**src/rtl/adc_rdr_pkg.sv**
```systemverilog
package adc_rdr_pkg;

    typedef enum logic [1:0] {
        S_IDLE,
        S_FRAME,
        S_GAP,
        S_DONE
    } rdr_state_t;

    localparam int CMD_W = 5;

    // start bit, single-ended flag, odd/sign, select1, select0
    function automatic logic [CMD_W-1:0] make_cmd(input logic [1:0] ch, input logic diff);
        make_cmd = {1'b1, ~diff, ch[0], ch[1], 1'b0};
    endfunction

endpackage

```
**src/rtl/rdr_halftick.sv**
```systemverilog
module rdr_halftick #(
    parameter int HALF_DIV = 64
) (
    input  logic clk,
    input  logic rst_n,
    input  logic run,
    output logic tick
);
    localparam int CW = (HALF_DIV > 1) ? $clog2(HALF_DIV) : 1;
    localparam logic [CW-1:0] LAST = CW'(HALF_DIV - 1);

    logic [CW-1:0] cnt;

    always_ff @(posedge clk or negedge rst_n) begin
        if (!rst_n) begin
            cnt <= '0;
        end else if (!run || cnt == LAST) begin
            cnt <= '0;
        end else begin
            cnt <= cnt + 1'b1;
        end
    end

    assign tick = run && (cnt == LAST);

    generate
        if (HALF_DIV > 1) begin : g_tick_chk
            // ticks are spaced HALF_DIV clocks apart, never back to back
            p_tick_spacing_r3: assert property (@(posedge clk) disable iff (!rst_n)
                tick |=> !tick);
        end
    endgenerate

endmodule

```
**src/rtl/rdr_capture.sv**
```systemverilog
module rdr_capture #(
    parameter int DATA_W    = 8,
    parameter int REPLAY_ON = 1,
    parameter int FIRST     = 6,
    parameter int SLOT_W    = 5
) (
    input  logic              clk,
    input  logic              rst_n,
    input  logic              clear,
    input  logic              sample,
    input  logic [SLOT_W-1:0] slot,
    input  logic              miso,
    output logic [DATA_W-1:0] data,
    output logic              mism
);
    localparam int REP_W     = DATA_W - 1;
    localparam int DATA_LAST = FIRST + DATA_W - 1;
    localparam int REP_FIRST = FIRST + DATA_W;
    localparam int REP_LAST  = REP_FIRST + REP_W - 1;

    logic in_data;
    assign in_data = (slot >= SLOT_W'(FIRST)) && (slot <= SLOT_W'(DATA_LAST));

    always_ff @(posedge clk or negedge rst_n) begin
        if (!rst_n) begin
            data <= '0;
        end else if (clear) begin
            data <= '0;
        end else if (sample && in_data) begin
            data <= {data[DATA_W-2:0], miso};
        end
    end

    generate
        if (REPLAY_ON != 0) begin : g_replay
            logic [REP_W-1:0] rep;
            logic             in_rep;
            assign in_rep = (slot >= SLOT_W'(REP_FIRST)) && (slot <= SLOT_W'(REP_LAST));

            // replay arrives bit1 first; shift in from the top to restore order
            always_ff @(posedge clk or negedge rst_n) begin
                if (!rst_n) begin
                    rep <= '0;
                end else if (clear) begin
                    rep <= '0;
                end else if (sample && in_rep) begin
                    rep <= {miso, rep[REP_W-1:1]};
                end
            end
            assign mism = (rep != data[DATA_W-1:1]);

            // the first-reading register is frozen while the replay is taken
            p_data_frozen_in_replay_r8: assert property (@(posedge clk) disable iff (!rst_n)
                (sample && in_rep) |=> $stable(data));
        end else begin : g_no_replay
            assign mism = 1'b0;
        end
    endgenerate

    // the leading-zero slot never disturbs the captured data
    p_lead_skipped_r7: assert property (@(posedge clk) disable iff (!rst_n)
        (sample && slot == SLOT_W'(FIRST - 1) && !clear) |=> $stable(data));

endmodule

```
**src/rtl/adc_serial_reader.sv**
```systemverilog
module adc_serial_reader
    import adc_rdr_pkg::*;
#(
    parameter int SYS_CLK_MHZ = 200,
    parameter int HALF_DIV    = 64,
    parameter int DATA_W      = 8,
    parameter int REPLAY_ON   = 1
) (
    input  logic              clk,
    input  logic              rst_n,
    input  logic              req,
    input  logic [1:0]        chan,
    input  logic              diff_mode,
    output logic              busy,
    output logic              cs_n,
    output logic              sclk,
    output logic              mosi,
    input  logic              miso,
    output logic [DATA_W-1:0] result,
    output logic              result_valid,
    output logic              mismatch
);
    localparam int LEAD_SLOT  = CMD_W;
    localparam int DATA_FIRST = CMD_W + 1;
    localparam int SLOTS      = DATA_FIRST + DATA_W + ((REPLAY_ON != 0) ? DATA_W - 1 : 0);
    localparam int HALF_W     = $clog2(2 * SLOTS);
    localparam int SLOT_W     = HALF_W - 1;
    localparam int HALF_NS    = (HALF_DIV * 1000) / SYS_CLK_MHZ;
    localparam logic [HALF_W-1:0] LAST_HALF = HALF_W'(2 * SLOTS - 1);

    generate
        if (HALF_NS < 300 || HALF_NS > 60000) begin : g_bad_divider
            $error("HALF_DIV gives a serial half period outside 300 ns .. 60 us");
        end
    endgenerate

    rdr_state_t         state, nxt;
    logic [HALF_W-1:0]  half_idx;
    logic [CMD_W-1:0]   cmd_sh;
    logic               tick;
    logic               run;
    logic               accept;
    logic               sample;
    logic [DATA_W-1:0]  cap_data;
    logic               cap_mism;

    assign run    = (state == S_FRAME) || (state == S_GAP);
    assign accept = (state == S_IDLE) && req;
    assign sample = (state == S_FRAME) && tick && !half_idx[0];

    rdr_halftick #(.HALF_DIV(HALF_DIV)) u_tick (
        .clk   (clk),
        .rst_n (rst_n),
        .run   (run),
        .tick  (tick)
    );

    rdr_capture #(
        .DATA_W    (DATA_W),
        .REPLAY_ON (REPLAY_ON),
        .FIRST     (DATA_FIRST),
        .SLOT_W    (SLOT_W)
    ) u_cap (
        .clk    (clk),
        .rst_n  (rst_n),
        .clear  (accept),
        .sample (sample),
        .slot   (half_idx[HALF_W-1:1]),
        .miso   (miso),
        .data   (cap_data),
        .mism   (cap_mism)
    );

    // next-state logic
    always_comb begin
        nxt = state;
        unique case (state)
            S_IDLE:  if (req) nxt = S_FRAME;
            S_FRAME: if (tick && half_idx == LAST_HALF) nxt = S_GAP;
            S_GAP:   if (tick && half_idx[0]) nxt = S_DONE;
            S_DONE:  nxt = S_IDLE;
            default: nxt = S_IDLE;
        endcase
    end

    // state register and datapath
    always_ff @(posedge clk or negedge rst_n) begin
        if (!rst_n) begin
            state    <= S_IDLE;
            half_idx <= '0;
            cmd_sh   <= '0;
            result   <= '0;
            mismatch <= 1'b0;
        end else begin
            state <= nxt;
            unique case (state)
                S_IDLE: begin
                    if (req) begin
                        half_idx <= '0;
                        cmd_sh   <= make_cmd(chan, diff_mode);
                    end
                end
                S_FRAME: begin
                    if (tick) begin
                        half_idx <= (half_idx == LAST_HALF) ? '0 : half_idx + 1'b1;
                        if (half_idx[0]) cmd_sh <= {cmd_sh[CMD_W-2:0], 1'b0};
                    end
                end
                S_GAP: begin
                    if (tick) begin
                        half_idx <= half_idx + 1'b1;
                        if (half_idx[0]) begin
                            result   <= cap_data;
                            mismatch <= cap_mism;
                        end
                    end
                end
                S_DONE: begin
                    half_idx <= '0;
                end
                default: ;
            endcase
        end
    end

    // outputs
    always_comb begin
        cs_n         = (state != S_FRAME);
        sclk         = (state == S_FRAME) && half_idx[0];
        mosi         = (state == S_FRAME) && cmd_sh[CMD_W-1];
        busy         = (state != S_IDLE);
        result_valid = (state == S_DONE);
    end

    // serial clock is parked low whenever chip select is released
    p_sclk_parked_r3: assert property (@(posedge clk) disable iff (!rst_n)
        cs_n |-> !sclk);

    // a frame only opens from an idle request
    p_open_from_idle_r2: assert property (@(posedge clk) disable iff (!rst_n)
        $fell(cs_n) |-> ($past(req) && !$past(busy)));

    // command line steady through every high half of the serial clock
    p_mosi_steady_high_r4: assert property (@(posedge clk) disable iff (!rst_n)
        (sclk && $past(sclk)) |-> $stable(mosi));

    // valid only after chip select has been high
    p_gap_before_valid_r9: assert property (@(posedge clk) disable iff (!rst_n)
        result_valid |-> (cs_n && $past(cs_n)));

    // single-cycle pulse
    p_valid_pulse_r10: assert property (@(posedge clk) disable iff (!rst_n)
        result_valid |=> !result_valid);

    // outputs hold outside the valid cycle
    p_result_held_r10: assert property (@(posedge clk) disable iff (!rst_n)
        !result_valid |-> ($stable(result) && $stable(mismatch)));

endmodule

```
**config.mk**
```make
export PLATFORM = sky130hd
export DESIGN_NAME = adc_serial_reader
export DESIGN_NICKNAME = d
export VERILOG_FILES = /design/src/rtl/adc_rdr_pkg.sv /design/src/rtl/rdr_halftick.sv /design/src/rtl/rdr_capture.sv /design/src/rtl/adc_serial_reader.sv
export SDC_FILE = /design/constraint.sdc
export NUM_CORES = 1
export LEC_CHECK = 0
export BUFFER_PORTS_ARGS = -buffer_cell sky130_fd_sc_hd__buf_2
export CAP_MARGIN = 10
export CORE_AREA = 2 2 64 66
export DETAILED_ROUTE_END_ITERATION = 8
export DIE_AREA = 0 0 66 68
export PLACE_DENSITY_LB_ADDON = 0.3
export SETUP_SLACK_MARGIN = 0.15
export SYNTH_ARGS = -nofsm -noshare
export SYNTH_HDL_FRONTEND = slang
export SYNTH_SLANG_ARGS = --single-unit
```
**constraint.sdc**
```tcl
create_clock -name clk -period 2.6 [get_ports clk]
set_input_delay 0.65 -clock clk [delete_from_list [all_inputs] [get_ports clk]]
set_output_delay 0.65 -clock clk [all_outputs]
set_load 0.02 [all_outputs]
```
# Yosys cells after proc, flatten, opt, wreduce, memory -nomap -nowiden
# Cells that the tools add are included.
# op_classes
bitwise_logic	1
magnitude_cmp	4
n_reduce_logical	25
add_sub_neg	2
eq_ne	13
n_mul	0
div_mod_pow	0
n_mux	18
shift	0
# op_table
cell	n
$mux 6	5
$pmux 6 s4	1
$mux 8	2
$mux 5	3
$mux 7	2
$add 6x1->6 const B	2
$eq 6x6->1 const B	2
$logic_and 1x1->1	12
$pmux 5 s2	1
$reduce_and 3->1	3
$ne 2x2->1 const B	4
$pmux 2 s4	1
$reduce_bool 2->1	4
$ne 7x7->1	1
$mux 2	3
$ne 2x1->1 const B	3
$ge 5x3->1 const B	1
$ge 5x4->1 const B	1
$le 5x4->1 const B	1
$le 5x5->1 const B	1
$eq 2x2->1 const B	2
$reduce_and 4->1	1
$eq 2x1->1 const B	1
$logic_not 1->1	2
3 further kinds	4
# word_totals
n_memories	0
output_inout_bits	14
rom_bits	0
latchBits	0
ff_bits	43
mem_bits_rw	0
inputBits	7
word_cells	71

# Logic depth before layout (Yosys ltp)
# logic_depth
ltp_word	8
depth_mapped	7
depth_no_buf	6

# By module
# A second synthesis with hierarchy kept.
# hier_totals
hier_cells	194
hier_area_um2	2204.6
# by_module_without_submodules
mod	instances	seq_area_each_um2	area_each_um2	cells_per_inst
adc_serial_reader	1	525.5	1137.3	102
rdr_capture	1	375.4	793.3	64
rdr_halftick	1	150.1	274.0	28

# Worst setup path after synthesis
# No wires, ideal clock.
# synth_timing
path_kind	flip-flop to flip-flop
from	register state[0]
to	register state[1]
path_slack_ns	0.726
path_stages_with_launch	7
n_path_buf	0
required_time_ns	2.472
setup_ns	0.128
period_less_slack_ns	1.874
arrival_ns	1.747
cell_sequence	dfrtp_1 -> inv_1 -> ha_1 -> nand3_2 -> o41ai_2 -> o211ai_1 -> mux2_1
# synth_via
elab_cells_between_ends	13
classes_between	6 x eq/ne; 1 x mux; 6 x reduce/logical
# synth_lines
item	line_no	source
start, declared	adc_serial_reader.sv:37	rdr_state_t state, nxt;
start signal, assigned	adc_serial_reader.sv:95	state <= nxt;
$eq 2x2->1 (tied with other cells)	adc_serial_reader.sv:77	unique case (state)
$pmux 2 s4 (*)	adc_serial_reader.sv:77	
named net nxt[1]	adc_serial_reader.sv:37	
# The timed path passes the listed nets; every way through them passes the cells marked *.
# A chain may end at the register's enable or synchronous reset.

# Final worst setup path
# layout_timing
from	register state[1]
to	output mosi
# layout_via
elab_chain_len	2
# layout_lines
item	line_no	source
$eq 2x1->1	adc_serial_reader.sv:130	mosi = (state == S_FRAME) && cmd_sh[CMD_W-1];
$logic_and 1x1->1	adc_serial_reader.sv:130	
end, declared	adc_serial_reader.sv:17	output logic mosi,
# Every way passes these cells.

==> results.sh <==
export IMPL_outcome="completed"
export IMPL_maxCapViolations=0
export IMPL_dieArea_um2=4488
export IMPL_coreArea_um2=3856
export IMPL_grt_pass1_wl_mm=7.162
export IMPL_relSlewSlack_pct=38.84
export IMPL_synth_edf_count=0
export IMPL_reg2reg_to="result[2]$_DFFE_PN0P_"
export IMPL_gp_congestion=0.8055
export IMPL_die_w_um=66
export IMPL_io_pins=21
export IMPL_cts_buffers=5
export IMPL_cts_hold_buf=0
export IMPL_power_density_nw_per_um2=487.5
export IMPL_intPower_uw=940.9
export IMPL_reg2reg_from="state[1]$_DFFE_PN0P_"
export IMPL_cts_tree="built"
export IMPL_drive_gt1_share_pct=17.81
export IMPL_grt_max_degree=43
export IMPL_vdd_drop_max_uv=233.7
export IMPL_via_per_inst=5.721
export IMPL_start_util_pct=55.55
export IMPL_grt_overflow_total=0
export IMPL_num_vias=1539
export IMPL_drtIter0Drc=65
export IMPL_rsz0062_at_grt="false"
export IMPL_rr_worst_depth=6
export IMPL_drv_slew=0
export IMPL_worst_path_max_fanout=11
export IMPL_place_hpwl_mm=3.285
export IMPL_hold_violations=0
export IMPL_power_mw=1.172
export IMPL_path_class="reg -> out"
export IMPL_fillers=319
export IMPL_drtAntennaViolNets=0
export IMPL_crit_end="mosi"
export IMPL_clk_path_buf_depth=2
export IMPL_fin_skew_ps=6.828
export IMPL_synth_nets=208
export IMPL_drt_first_pass_iters=4
export IMPL_syn_inst=194
export IMPL_ctsResizeCount=0
export IMPL_antenna_found_initial=0
export IMPL_drc=0
export IMPL_synthDistinctLibCells=43
export IMPL_clk_pin_slew_worst_paths_ps=80
export IMPL_wl_per_cell_um=16.16
export IMPL_seq_area_frac_synth_pct=49.07
export IMPL_setup_violations=0
export IMPL_final_cells=269
export IMPL_htree_levels=2
export IMPL_grt_use_total_pct=21.24
export IMPL_rows=23
export IMPL_power_leakage_nw=1.163
export IMPL_seq_power_share_pct=55.8
export IMPL_cts_root_buf="clkbuf_8"
export IMPL_worstMarginPinSlew_ps=917.4
export IMPL_fin_tns_setup_ps=0
export IMPL_final_cell_mix="dfrtp_1 (42), nand2_1 (22), buf_2 (20)"
export IMPL_r2r_slack_ps=390
export IMPL_synth_flop_cell="dfrtp_1"
export IMPL_final_core_util_pct=62.36
export IMPL_drt_wl_total_mm=4.348
export IMPL_cp_end_kind="output pin"
export IMPL_num_antenna_cells=0
export IMPL_ys_ff_latch=42
export IMPL_cts_setup_buffers=0
export IMPL_netSwitchingFraction_pct=19.75
export IMPL_io_buffers=20
export IMPL_cts_sinks=42
export IMPL_finalNetCount=232
export IMPL_register_area_um2=1051
export IMPL_pwr_share_clk_pct=42.4
export IMPL_ys_warn_count=0
export IMPL_layout_min_cycle_time_ps=2219
export IMPL_crit_required_ps=1950
export IMPL_p_switching_uw=231.5
export IMPL_synthArstFlopShare_pct=100.0
export IMPL_period_share_pct=85.35
export IMPL_critPathLaunch="state[1]$_DFFE_PN0P_"
export IMPL_arrival_ps=1570
export IMPL_final_common_cell="dfrtp_1"
export IMPL_grt_pass1_vias=1544
export IMPL_avgSynthCellArea_um2=11.04
export IMPL_syn_to_final_growth_pct=12.27
export IMPL_crit_path_start_kind="flop"
export IMPL_netlist_area_um2=2142
export IMPL_clock_latency_ps=290
export IMPL_placed_cells=261
export IMPL_holdWs_ps=472.9
export IMPL_hp_class="reg -> reg"
export IMPL_pwr_share_comb_pct=1.8
export IMPL_fmaxAchievable_ghz=0.4506
export IMPL_fp_dieH_um=68
export IMPL_multiInputGateArea_um2=1049
critical path, cell delays in order (launching register included):
cell     delay (ps)
dfrtp_1         430
inv_1           110
ha_2            310
inv_1           140
nor2_1          120
buf_2           170
power by group through the flow:
stage / Sequential (mW) / Combinational [mW] / Clock, mW
5_1_grt: 0.654 / 0.0241 / 0.540
4_1_cts: 0.654 / 0.0216 / 0.512
2_1_floorplan: 0.667 / 0.00279 / 0
3_5_place_dp: 0.667 / 0.0215 / 0
3_3_place_gp: 0.667 / 0.0201 / 0
6_report: 0.654 / 0.0206 / 0.498
sequential cells by signal (all words and copies together), names as in the netlist:
signal / cells
u_cap.data: 8
state: 2
mismatch: 1
cmd_sh: 4
result: 8
u_tick.cnt: 6
u_cap.g_replay.rep: 7
half_idx: 6
logic make-up (layout without fill, tap and decap cells):
logic type	after synthesis	after routing	share of synthesized area, %
compound gates	27	27	10.16
xor+xnor	12	12	4.907
fa+ha+maj	7	7	4.089
buf+inv	11	36	2.103
flops	42	42	49.07
mux	27	27	13.20
simple gates	68	68	16.47
cell type report:
type	instances	share of cell area, %
clock inverters	3	1.665
clock buffers	5	2.862
well taps	50	2.601
inverters	7	1.093
repair buffers	21	4.474
flip-flops and latches	42	43.70
multi-input cells	141	43.60
layer usage:
metal	track usage, %	routed length [um]	vias up
met2	37.37	2370	26
met5	0	0	-
met4	4.592	10	0
met3	5.428	119	2
met1	26.62	1846	768
li1	-	-	743
per-stage QoR:
step / setup slack (ps) / cell area, um2
floorplan: 725.6 / 2142
global placement: 470.6 / 2293
detailed placement: 377.6 / 2293
CTS: 278.9 / 2402
global route: 220.7 / 2405
finish: 380.9 / 2405
cell usage after synthesis (all sizes together), types with 2 or more instances:
cell	number	share of area, %
a211o	3	1.2
a21oi	3	0.70
and2	3	0.88
and3	5	1.5
clkbuf	3	0.53
dfrtp	42	49
ha	7	4.1
inv	7	1.2
mux2	10	5.3
mux2i	17	7.9
nand2	23	4.1
nand2b	4	1.2
nand3	7	2.1
nand4	2	0.58
nor2	10	1.9
nor4	7	2.0
o21ai	2	0.47
o21bai	2	0.70
o22ai	3	0.88
o2bb2ai	3	1.2
or2	3	0.88
xnor2	5	2.0
xor2	7	2.9
worst min-delay path by stage:
stage,startpoint,end,slack (ps),depth (start not counted)
6_report,u_tick.cnt[0]$_DFF_PN0_,u_tick.cnt[0]$_DFF_PN0_,470,1
5_1_grt,u_tick.cnt[0]$_DFF_PN0_,u_tick.cnt[0]$_DFF_PN0_,490,1
4_1_cts,u_tick.cnt[0]$_DFF_PN0_,u_tick.cnt[0]$_DFF_PN0_,470,1
3_5_place_dp,u_tick.cnt[0]$_DFF_PN0_,u_tick.cnt[0]$_DFF_PN0_,460,1
3_3_place_gp,u_tick.cnt[0]$_DFF_PN0_,u_tick.cnt[0]$_DFF_PN0_,450,1
2_1_floorplan,rst_n,cmd_sh[1]$_DFFE_PN0P_,350,0
Power figures use the tool's default switching activity.
